File: config.mk
export PLATFORM = sky130hd
export DESIGN_NAME = lvds_train_inserter
export DESIGN_NICKNAME = d
export VERILOG_FILES = /design/src/rtl/lvds_train_pkg.sv /design/src/rtl/lvds_train_sync.sv /design/src/rtl/lvds_train_lane.sv /design/src/rtl/lvds_train_inserter.sv
export SDC_FILE = /design/constraint.sdc
export NUM_CORES = 1
export LEC_CHECK = 0
export BUFFER_PORTS_ARGS = -buffer_cell sky130_fd_sc_hd__buf_2
export CORE_MARGIN = 5
export CORE_UTILIZATION = 37
export DETAILED_ROUTE_END_ITERATION = 8
export PLACE_DENSITY = 0.71
export SYNTH_ARGS = -nofsm -noshare
export SYNTH_HDL_FRONTEND = slang
export SYNTH_SLANG_ARGS = --single-unit
File: constraint.sdc
create_clock -name clk -period 1.3 [get_ports clk]
set_input_delay 0 -clock clk [delete_from_list [all_inputs] [get_ports clk]]
set_output_delay 0 -clock clk [all_outputs]
set_load 0.01 [all_outputs]
File: src/rtl/lvds_train_pkg.sv
package lvds_train_pkg;
  // serializer slots per lane, bit j = slot D(j+1)
  localparam int unsigned SLOTS = 4;
  // transmitter-side training nibble: D1=0 D2=0 D3=1 D4=0
  localparam logic [SLOTS-1:0] TRAIN_NIB = 4'b0100;
  typedef logic [SLOTS-1:0] nib_t;
endpackage

File: src/rtl/lvds_train_sync.sv
module lvds_train_sync #(
  parameter int unsigned STAGES = 2,
  parameter logic        RST_VAL = 1'b1
) (
  input  logic clk,
  input  logic rst_n,
  input  logic async_i,
  output logic sync_o
);
  logic [STAGES-1:0] chain_q;

  always_ff @(posedge clk or negedge rst_n) begin
    if (!rst_n) chain_q <= {STAGES{RST_VAL}};
    else        chain_q <= {chain_q[STAGES-2:0], async_i};
  end

  assign sync_o = chain_q[STAGES-1];
endmodule

File: src/rtl/lvds_train_lane.sv
module lvds_train_lane
  import lvds_train_pkg::*;
(
  input  logic clk,
  input  logic rst_n,
  input  logic train,
  input  logic load,
  input  nib_t nib_i,
  output nib_t nib_q
);
  nib_t nib_d;

  always_comb begin
    if (train)     nib_d = TRAIN_NIB;
    else if (load) nib_d = nib_i;
    else           nib_d = '0;
  end

  always_ff @(posedge clk or negedge rst_n) begin
    if (!rst_n) nib_q <= TRAIN_NIB;
    else        nib_q <= nib_d;
  end
endmodule

File: src/rtl/lvds_train_inserter.sv
module lvds_train_inserter
  import lvds_train_pkg::*;
#(
  parameter int unsigned DATA_LANES  = 16,
  parameter int unsigned SYNC_STAGES = 2,
  localparam int unsigned ALL_LANES  = DATA_LANES + 1,
  localparam int unsigned DW         = DATA_LANES * SLOTS,
  localparam int unsigned OW         = ALL_LANES * SLOTS
) (
  input  logic          clk,
  input  logic          rst_n,
  input  logic          init_active_i,
  input  logic          s_valid,
  output logic          s_ready,
  input  logic [DW-1:0] s_data,
  input  logic [SLOTS-1:0] s_vnib,
  output logic [OW-1:0] ser_d,
  output logic          training_o
);
  logic train_sync;
  logic accept;
  logic [OW-1:0] lane_in;

  lvds_train_sync #(.STAGES(SYNC_STAGES), .RST_VAL(1'b1)) sync_i (
    .clk     (clk),
    .rst_n   (rst_n),
    .async_i (init_active_i),
    .sync_o  (train_sync)
  );

  assign s_ready    = ~train_sync;
  assign training_o = train_sync;
  assign accept     = s_valid & ~train_sync;
  assign lane_in    = {s_vnib, s_data};

  for (genvar l = 0; l < ALL_LANES; l++) begin : g_lane
    lvds_train_lane lane_i (
      .clk   (clk),
      .rst_n (rst_n),
      .train (train_sync),
      .load  (accept),
      .nib_i (lane_in[l*SLOTS +: SLOTS]),
      .nib_q (ser_d[l*SLOTS +: SLOTS])
    );
  end
endmodule

==> qor.txt <==
ANT cells: 0
Hold Crit Class: in2async
DRC viols: 0
Critical Path Source Type: flop
Slew @ Worst Pin: 988 ps
post-synthesis sequential area ratio: 0.717
TritonCTS Buffers: 9
Final HPWL DP: 3.90 mm
DR vias/cell: 4.51
reg2reg end: g_lane[12].lane_i.nib_q[1]
Routed WL per cell: 14.9 um
clk sinks: 70
crit-path cells: buf_12 -> inv_1 -> buf_2
Routed WL: 6.69 mm
Worst Path Max Fanout: 17
ANT nets after route: 0
CP Class: reg2out
Placement Setup Slack: 187 ps
via count: 2029
RePlAce Congestion: 0.707
synthesized area: 0.00247 mm2
antenna violations before repair: 0
Slew HR: 0.341
GRT overflow: 0
Nets: 440
Worst Skew: 5.49 ps
non-filler cells, final: 450
largest net degree at the start of global routing: 71
Max Freq: 807 MHz
top cells by area, synth: dfrtp_1, dfstp_2, and3b_1
CTS tree: yes
Pleak: 2.40 nW
final core utilization: 0.652
reg2reg setup slack: 120 ps
Setup WS post-layout: 60.9 ps
Fillers: 476
Post-Layout Inst Area: 0.00419 mm2
I/O pins: 142
PD cells: 1090 mW/mm2
R2R Path Start: sync_i.chain_q[1]
htree depth: 3
Final Hold Vio Count: 0
share of layout cells above drive strength 1: 0.528
Die X: 91.8 um
Multi-input gate area: 593 um2
final total negative setup slack: 0 ps
clock slew at reported path FFs: 70 ps
slowest CP cell: dfstp_2
Placement Cell Area: 0.00323 mm2
Synth top area share: 0.516
Post-Synthesis Cells: 153
first drt pass iteration count: 4
clock tree buffer depth: 2
required time of the critical path: 1300 ps
Iteration-0 DRC Markers: 56
Mapped Nets: 225
Arr. time, crit path: 1240 ps
# placed instances: 360
Die Span Y: 91.8 um
status: complete, no violations
Final Setup Violations: 0
starting density of the core: 0.385
Layout area overhead: 69.2%
Max IR drop VDD: 0.628 mV
CP endpoint kind: output port
Worst-Skew Late Latency: 320 ps
flop and latch count out of synthesis: 70
port bufs: 141
CP bufs+invs: 3
FF-to-FF path depth: 3
Final Cycle Share: 0.953
Max-Cap Viols: 0
first-pass GRT wire length: 10.4 mm
Total Routing Usage GR: 0.157
Core Area: 0.00642 mm2
Final Critical Period: 1240 ps
Distinct cells, synth: 13
full die area: 0.00842 mm2
family with the most delay on the worst path: flip-flops
Avg Synthesized Cell Area: 16.2 um2
Synth Warn #: 0
FP Rows: 29
CTS Root Cell: clkbuf_8
top cell type by total area after synthesis: dfrtp_1
vias in the first global route: 2177
largest stage delay on the critical path: 600 ps
final slew viol count: 0
register area: 0.00178 mm2
RSZ-0062 raised after global routing: no
[worst max-delay path by stage]
stage / cells past startpoint / endpoint / slack [ps] / startpoint
after floorplan: 2 / g_lane[13].lane_i.nib_q[0] / 250 / sync_i.chain_q[1]
after global placement: 2 / g_lane[16].lane_i.nib_q[1] / 220 / s_valid
after detailed placement: 2 / g_lane[14].lane_i.nib_q[1] / 190 / s_valid
after CTS: 3 / s_ready / 4 / sync_i.chain_q[1]
after global routing: 3 / s_ready / 1 / sync_i.chain_q[1]
final: 3 / s_ready / 60 / sync_i.chain_q[1]
[cell usage after synthesis, drive strengths merged]
master / instances
and3b: 51
dfstp: 19
a21o: 17
dfrtp: 51
buf: 9
inv: 1
clkbuf: 5
[layout make-up]
cell class / count / area share
tap: 77 / 0.0230
clock buffer: 13 / 0.0403
clock inverter: 3 / 0.00418
multi-input combinational: 68 / 0.142
inverter: 1 / 0.000897
sequential: 70 / 0.424
timing repair buffer: 218 / 0.366
[worst min-delay path: cells and delay by family]
kind / cells / cell delay (ps)
buffers and inverters: 3 / 940
[state kept, by name, summed over array words and instances (netlist names)]
name                 count
sync_i.chain_q           2
g_lane.lane_i.nib_q     68
[cells in the final DEF (no fill, tap or decap)]
master,netlist,layout
dfstp_2,19,19
dlygate4sd3_1,0,70
clkbuf_8,1,12
clkbuf_16,0,2
and3b_1,43,43
buf_12,1,3
clkinvlp_4,0,1
buf_4,1,2
a21o_2,7,7
inv_1,1,1
clkbuf_1,0,1
clkinv_2,0,2
buf_2,6,141
a21o_1,10,10
and3b_2,8,8
dfrtp_1,51,51
[metrics by stage]
stage	power [mW]	hold slack, ps
3_5_place_dp	2.83	54.7
2_1_floorplan	2.57	-296
6_report	4.55	223
4_1_cts	4.61	226
3_3_place_gp	2.82	48.9
5_1_grt	4.78	240
[metal layers]
| metal | up-vias | track usage | share of wire |
|---|---|---|---|
| met4 | 0 | 0.0606 | 0.011 |
| met1 | 977 | 0.169 | 0.39 |
| li1 | 948 | - | - |
| met2 | 96 | 0.275 | 0.51 |
| met3 | 8 | 0.0638 | 0.088 |
| met5 | - | 0 | 0 |
[cells by family after synthesis]
logic type             share of synthesized area
DFF                                        0.717
AOI/OAI and AO/OA                         0.0551
buffers and inverters                     0.0430
and+or+nand+nor                            0.185
[power breakdown]
| group | leakage (nW) | switching (mW) | internal (mW) | total [mW] |
|---|---|---|---|---|
| clock | 0.0954 | 0.724 | 0.843 | 1.57 |
| sequential | 0.886 | 0.0272 | 2.30 | 2.33 |
| combinational | 1.42 | 0.269 | 0.383 | 0.651 |
| total | 2.40 | 1.02 | 3.53 | 4.55 |
[what timing repair did]
item | 4_1_cts | 5_1_grt
resized for setup | 0 | 0
endpoints found under the setup margin | 0 | 2
setup buffers | 0 | 2
hold endpoints to repair | 139 | 0
hold buffers | 70 | 0
Note: power is estimated with default switching activity, not from simulation.
